===== config.mk =====
export PLATFORM = sky130hd
export DESIGN_NAME = srq_poll_unit
export DESIGN_NICKNAME = d
export VERILOG_FILES = /design/src/rtl/srq_poll_unit.sv
export SDC_FILE = /design/constraint.sdc
export NUM_CORES = 1
export LEC_CHECK = 0
export BUFFER_PORTS_ARGS = -buffer_cell sky130_fd_sc_hd__buf_2
export CAP_MARGIN = 15
export CORE_AREA = 2 2 39 41
export DETAILED_ROUTE_END_ITERATION = 16
export DIE_AREA = 0 0 41 43
export PLACE_DENSITY_LB_ADDON = 0.25
export SYNTH_ARGS = -nofsm -noshare
export SYNTH_HDL_FRONTEND = slang
export SYNTH_SLANG_ARGS = --single-unit
export TNS_END_PERCENT = 10

===== constraint.sdc =====
create_clock -name clk -period 2.6 [get_ports clk]
set_input_delay 0.13 -clock clk [delete_from_list [all_inputs] [get_ports clk]]
set_output_delay 0.13 -clock clk [all_outputs]
set_load 0.03 [all_outputs]

===== src/rtl/srq_poll_unit.sv =====
module srq_poll_unit #(
  parameter int W = 8,
  parameter int RQ = 6
) (
  input  logic         clk,
  input  logic         rst_n,
  input  logic         host_wr,
  input  logic [W-1:0] host_wdata,
  input  logic         spe_cmd,
  input  logic         spd_cmd,
  input  logic         talk_addr,
  input  logic         atn,
  input  logic         byte_accepted,
  output logic         srq_out,
  output logic [W-1:0] tx_byte,
  output logic         tx_valid,
  output logic         poll_active,
  output logic         poll_done
);

  logic [W-1:0] stat_q;
  logic         grant_q, atn_d;
  logic         take;

  assign srq_out  = stat_q[RQ];
  assign tx_valid = poll_active & talk_addr & ~atn;
  assign take     = byte_accepted & tx_valid & srq_out;

  always_comb begin
    tx_byte     = stat_q;
    tx_byte[RQ] = srq_out;
  end

  always_ff @(posedge clk) begin
    if (!rst_n) begin
      stat_q      <= '0;
      poll_active <= 1'b0;
      grant_q     <= 1'b0;
      atn_d       <= 1'b0;
      poll_done   <= 1'b0;
    end else begin
      if (host_wr)   stat_q     <= host_wdata;
      else if (take) stat_q[RQ] <= 1'b0;
      if (spd_cmd)      poll_active <= 1'b0;
      else if (spe_cmd) poll_active <= 1'b1;
      poll_done <= atn & ~atn_d & grant_q;
      if ((atn & ~atn_d & grant_q) | spd_cmd) grant_q <= 1'b0;
      else if (take)                          grant_q <= 1'b1;
      atn_d <= atn;
    end
  end

  p_write_r1: assert property (@(posedge clk) disable iff (!rst_n)
    host_wr |=> srq_out == $past(host_wdata[RQ]));
  p_clear_r2: assert property (@(posedge clk) disable iff (!rst_n)
    (byte_accepted && tx_valid && srq_out && !host_wr) |=> !srq_out);
  p_spd_r6: assert property (@(posedge clk) disable iff (!rst_n)
    spd_cmd |=> !poll_active);
  p_done_atn_r7: assert property (@(posedge clk) disable iff (!rst_n)
    poll_done |-> $past(atn));
  p_done_grant_r8: assert property (@(posedge clk) disable iff (!rst_n)
    poll_done |-> $past(grant_q));

endmodule


==> results by group, run 1 <==
STA
  – Worst setup margin: 1.484 ns
  – Total negative slack: 0 ns
  – Hold Vio Cnt, Final: 0
  – Final Critical Period: 1.116 ns
  – Slew Viols, Final: 0
  – Slew headroom: 0.8406
  – Endpoints failing setup: 0
  – Final cycle utilization of the critical path: 0.4293
  – RSZ-0062 raised after global routing: false
  – Fmax: 896.0 MHz
  – Final Skew: 0.0003168 ns
  – Worst-margin pin slew: 0.2391 ns

CTS
  – CTS root buf: clkbuf_4
  – CTS Hold Bufs: 0
  – Post-CTS setup buffers: 0
  – CTS tree: done
  – Post-CTS Resized: 0
  – Clk slew on worst S/H paths: 0.07 ns
  – H-tree levels: 1
  – Clk Latency, worst-skew pair: 0.26 ns
  – Max Root-Sink Buffers: 2
  – CTS Buf Count: 3
  – Num Clock Sinks: 12

Floorplan
  – IO Pins: 28
  – Initial Util: 0.3481
  – Row count: 14
  – Die width: 41 um
  – Die Ht: 43 um
  – Core area: 1384 sq um
  – Die ar.: 1763 sq um

Global routing
  – Initial antenna violation count: 0
  – Total gr overflow: 0
  – First-pass GRT wire length: 1.345 mm
  – Via count of the first global-routing pass: 351
  – Total track usage: 0.1111
  – Largest net degree at the start of global routing: 13

Finish
  – Nets: 86
  – Cell Count, Final, Fillers Out: 84
  – Ant diodes: 0
  – Area grow syn2layout: 30.65%
  – FF+latch area: 240.2 sq um
  – # fillers: 136
  – Layout Utilization: 0.4548
  – Share of cells above drive strength 1: 0.4853
  – Multi-input gate area: 211.5 sq um

Setup path
  – Maximum fanout along the worst path: 4
  – Critical path launch point type: register
  – Critical path capture point type: output port
  – Critical path class: register to output port
  – CP required: 2.47 ns
  – CP arrival: 0.99 ns

Logic synthesis
  – Most frequent cell after synthesis: dfxtp_1
  – Number of enable flip-flop cells after synthesis: 0
  – Cell area after synthesis: 481.7 sq um
  – Syn_nets: 57
  – Synth Instances: 41
  – Share of flip-flops with an asynchronous set or reset: 0
  – Yosys warnings: 0
  – Largest cells by area after synthesis: dfxtp_1 (50%), mux2i_1 (15%), nor2b_1 (10%)
  – Register area share after synthesis: 0.4987
  – Post-synth top cells: dfxtp_1 (12), nor2b_1 (8), mux2i_1 (7)
  – Distinct cells, synth: 16
  – Share of the synthesized area in the top cell type: 0.4987
  – Top_reg_cell synth: dfxtp_1
  – Seq cells post-synth: 12
  – Largest area contributor in the netlist: dfxtp_1
  – Avg Inst Size Synth: 11.75 sq um

Route
  – Routed wire per std cell: 10.21 um
  – Drt pass-1 iters: 2
  – Total wire length: 858 um
  – DR DRC count: 0
  – Post-route ant nets: 0
  – Vias: 378
  – Initial DRC count: 2
  – DR WL met2: 398 um
  – Top sig layer: met3
  – Wl on met1: 398 um
  – Drt via density: 4.500
  – Routed length on met3: 61 um

Placed design
  – GPL Wtd Cong: 0.6925
  – PortBufs: 27
  – Placed Cells: 81
  – Pre-CTS WS: 1.754 ns

Pwr
  – Clock power share: 0.289
  – Gate power share: 0.168
  – Internal cell power: 0.2719 mW
  – Sequential Power Share: 0.543
  – Switch Pwr: 0.09058 mW
  – Net Sw Frac: 0.2499
  – Cell Pwr Density: 576.0 nW/um^2
  – Worst vdd ir: 231.0 uV
  – LEAKAGE: 0.3280 nW

Worst hold path
  – Hold Path Class: input pin to register

Run status
  – Status: complete, no violations

Run
  – Max cap viols: 0
-- layer usage --
metal	global-route usage	up-vias
li1	-	197
met1	0.1410	170
met2	0.1625	11
met3	0.04712	0
met4	0.04000	0
met5	0	-
-- critical path, stage by stage, from the launching register on --
cell     delay, ns
dfxtp_1       0.36
and3b_2       0.18
buf_2         0.19
-- flip-flops by register name (all words and copies together), names as in the netlist --
name / flops
grant_q: 1
tx_byte: 8
atn_d: 1
poll_active: 1
poll_done: 1
-- kinds of logic (layout without fill, tap and decap cells) --
family,Yosys count,after routing,share of synthesized area
multiplexers,7,7,0.1455
flip-flops,12,12,0.4987
AND/OR/NAND/NOR,16,16,0.2468
buffers and inverters,3,30,0.06234
AO/OA/AOI/OAI,3,3,0.04675
-- layout make-up --
cell class,instances,area share
Clock buffer,3,0.03579
Multi-Input combinational cell,26,0.3360
Sequential cell,12,0.3817
Tap cell,16,0.03181
Timing Repair Buffer,27,0.2147
-- power by group through the flow --
stage / Sequential [mW] / Clock (mW) / Combinational, mW
floorplan: 0.217 / 0 / 0.0261
global placement: 0.201 / 0 / 0.0613
detailed placement: 0.201 / 0 / 0.0619
CTS: 0.197 / 0.111 / 0.0618
global route: 0.198 / 0.120 / 0.0667
finish: 0.197 / 0.105 / 0.0608
-- through the flow --
stage / hold slack [ns] / area (sq um) / total power, mW
2_1_floorplan: 0.2402 / 481.7 / 0.2434
3_3_place_gp: 0.3285 / 606.8 / 0.2622
3_5_place_dp: 0.3319 / 606.8 / 0.2629
4_1_cts: 0.05866 / 629.4 / 0.3698
5_1_grt: 0.05920 / 629.4 / 0.3847
6_report: 0.06385 / 629.4 / 0.3625
-- layout by cell type (no fill, tap or decap) --
master	count
nand3_1	1
clkbuf_4	3
o21ai_0	1
and3b_1	1
and2_4	1
nor2b_1	8
and3b_2	1
and4b_1	1
mux2i_1	7
dfxtp_1	12
nand3b_1	1
nand2b_1	1
o21a_1	1
buf_2	27
a32o_1	1
and4bb_2	1
-- worst paths after layout --
kind | start | endpoint | slack [ns] | cells past startpoint
worst max-delay path | poll_active | tx_valid | 1.48 | 2
worst min-delay path | spe_cmd | poll_active | 0.06 | 2
worst max register to register | grant_q | grant_q | 1.75 | 2
worst min register to register | poll_active | poll_active | 0.51 | 1
No activity file was read; power rests on OpenSTA's default activity.
==> run 2, diff against run 1 <==
- clock period: 2.6 -> 1.1 ns (I/O delays scaled with it)
==> run 2 against run 1 <==
Against the previous run:
- clock skew rose by 0.0025 ns
- power grew to 2.6 times the previous value
- clock-buffer cell count is 1 higher
- design area rose by 4.4%
- register-to-register slack worse by 1.5 ns
- die area is the same
- sequential power up 140%
- critical path type unchanged
- highest routed layer unchanged
==> results by group, run 2 (synthesis gave the netlist of run 1 again) <==
Finish
  – Commonest non-fill, non-tap cell in the layout: buf_2 (unchanged)
  – Ant diodes: 0 (unchanged)
  – Final Cell Area: 656.9 sq um (was 629.4 sq um)
  – # fillers: 143 (was 136)
  – Area grow syn2layout: 36.36% (was 30.65%)
  – Number of flip-flops in the largest register: 8 (unchanged)
  – Nets: 87 (was 86)
  – Share of cells above drive strength 1: 0.5000 (was 0.4853)
  – Leading cell types in the layout, fill and taps excluded: buf_2 (26), dfxtp_1 (11), nor2b_1 (8) (was buf_2 (27), dfxtp_1 (12), nor2b_1 (8))
  – Layout Utilization: 0.4747 (was 0.4548)

Floorplan
  – IO Pins: 28 (unchanged)
  – Die width: 41 um (unchanged)
  – Row count: 14 (unchanged)
  – Die Ht: 43 um (unchanged)
  – Core area: 1384 sq um (unchanged)
  – Initial Util: 0.3481 (unchanged)
  – Die ar.: 1763 sq um (unchanged)

Route
  – Total wire length: 862 um (was 858 um)
  – Post-route ant nets: 0 (unchanged)
  – Drt pass-1 iters: 2 (unchanged)
  – DR DRC count: 0 (unchanged)
  – Initial DRC count: 3 (was 2)
  – Routed wire per std cell: 10.02 um (was 10.21 um)
  – Vias: 396 (was 378)
  – Drt via density: 4.605 (was 4.500)

Setup path
  – Maximum fanout along the worst path: 4 (unchanged)
  – CP required: 1.04 ns (was 2.47 ns)
  – Critical path launch point type: register (unchanged)
  – Critical path capture point type: output port (unchanged)
  – Reg2reg setup slack: 0.23 ns (was 1.75 ns)
  – CP Cell Sequence: and3b_2 -> clkbuf_4 (was and3b_2 -> buf_2)
  – Slowest cell on crit path: dfxtp_2 (was dfxtp_1)
  – Critical path class: register to output port (unchanged)
  – CP arrival: 0.96 ns (was 0.99 ns)
  – FF-to-FF path depth: 2 (unchanged)
  – Biggest cell delay along the critical path: 0.33 ns (was 0.36 ns)

Pwr
  – LEAKAGE: 0.3391 nW (was 0.3280 nW)
  – Worst vdd ir: 1098 uV (was 231.0 uV)
  – Cell Pwr Density: 1445 nW/um^2 (was 576.0 nW/um^2)
  – Internal cell power: 0.7206 mW (was 0.2719 mW)
  – Net Sw Frac: 0.2406 (was 0.2499)
  – Pwr Total: 0.9489 mW (was 0.3625 mW)
  – Clock power share: 0.355 (was 0.289)
  – Sequential Power Share: 0.490 (was 0.543)
  – Switch Pwr: 0.2283 mW (was 0.09058 mW)
  – Gate power share: 0.155 (was 0.168)

Placed design
  – PortBufs: 27 (unchanged)
  – DP Area: 606.8 sq um (unchanged)
  – Post-DP HPWL: 649.1 um
  – GPL Wtd Cong: 0.6898 (was 0.6925)

Global routing
  – Largest net degree at the start of global routing: 13 (unchanged)
  – Initial antenna violation count: 0 (unchanged)
  – Via count of the first global-routing pass: 326 (was 351)
  – Total gr overflow: 0 (unchanged)
  – First-pass GRT wire length: 1.235 mm (was 1.345 mm)
  – Total track usage: 0.1091 (was 0.1111)

CTS
  – Clk Latency, worst-skew pair: 0.27 ns (was 0.26 ns)
  – CTS tree: done (unchanged)
  – CTS root buf: clkbuf_4 (unchanged)
  – CTS Buf Count: 3 (unchanged)
  – Clk slew on worst S/H paths: 0.07 ns (about the same)
  – H-tree levels: 1 (unchanged)
  – Num Clock Sinks: 12 (unchanged)
  – Max Root-Sink Buffers: 2 (unchanged)

STA
  – Slew Viols, Final: 0 (unchanged)
  – Worst-margin pin slew: 0.2427 ns (was 0.2391 ns)
  – Fmax: 987.4 MHz
  – Hold Vio Cnt, Final: 0 (unchanged)
  – Final Skew: 0.002851 ns (was 0.0003168 ns)
  – Total negative slack: 0 ns (unchanged)
  – Final cycle utilization of the critical path: 0.9207
  – Final Critical Period: 1.013 ns
  – Endpoints failing setup: 0 (unchanged)
  – Slew headroom: 0.8382 (was 0.8406)
  – RSZ-0062 raised after global routing: false (unchanged)

Worst hold path
  – Hold Path Class: input pin to register (unchanged)
  – Hold Path Cell Cnt: 3 (was 2)

Run status
  – Status: complete, no violations (unchanged)

Run
  – Max cap viols: 0 (unchanged)
[run 2: final cells by class]
type	instances	area (sq um)	area share
Timing Repair Buffer	28	147.6	0.2248
Clock buffer	4	36.28	0.05524
Sequential cell	12	241.5	0.3676
Tap cell	16	20.02	0.03048
Multi-Input combinational cell	26	211.5	0.3219
[run 2: path summary, 6_finish.rpt]
path,from,end
worst max-delay path,poll_active,tx_valid
worst min-delay path,host_wdata[6],tx_byte[6]
worst max register to register,grant_q,grant_q
worst min register to register,poll_active,poll_active
[run 2: timing repair]
action,4_1_cts,5_1_grt
hold buffers,1,0
setup buffers,0,0
endpoints found under the setup margin,0,1
resized for setup,0,2
hold endpoints to repair,1,0
[run 2: power by group through the flow]
stage	sequential (mW)	combinational [mW]	clock [mW]
floorplan	0.514	0.0617	0
global placement	0.474	0.145	0
detailed placement	0.475	0.146	0
CTS	0.465	0.148	0.353
global route	0.469	0.159	0.382
finish	0.465	0.147	0.337
[run 2: worst max-delay path, delay by kind of cell (launching register included)]
family	cells	cell delay [ns]
buffers and inverters	1	0.17
and+or+nand+nor	1	0.19
DFF	1	0.33
[run 2: routing by layer]
layer	vias up	wire (um)	track usage
met4	0	0	0.04000
met2	15	423	0.1625
met1	181	355	0.1049
met5	-	0	0
met3	0	83	0.09424
li1	200	-	-
[run 2: metrics by stage]
stage          cells  worst slack, ns  hold WS, ns
2_1_floorplan     41           0.1277       0.1652
3_3_place_gp      81           0.2606       0.2538
3_5_place_dp      81           0.2387       0.2567
4_1_cts           86          0.05570      0.01373
5_1_grt           86          0.02614      0.03285
6_report          86          0.08722      0.01824
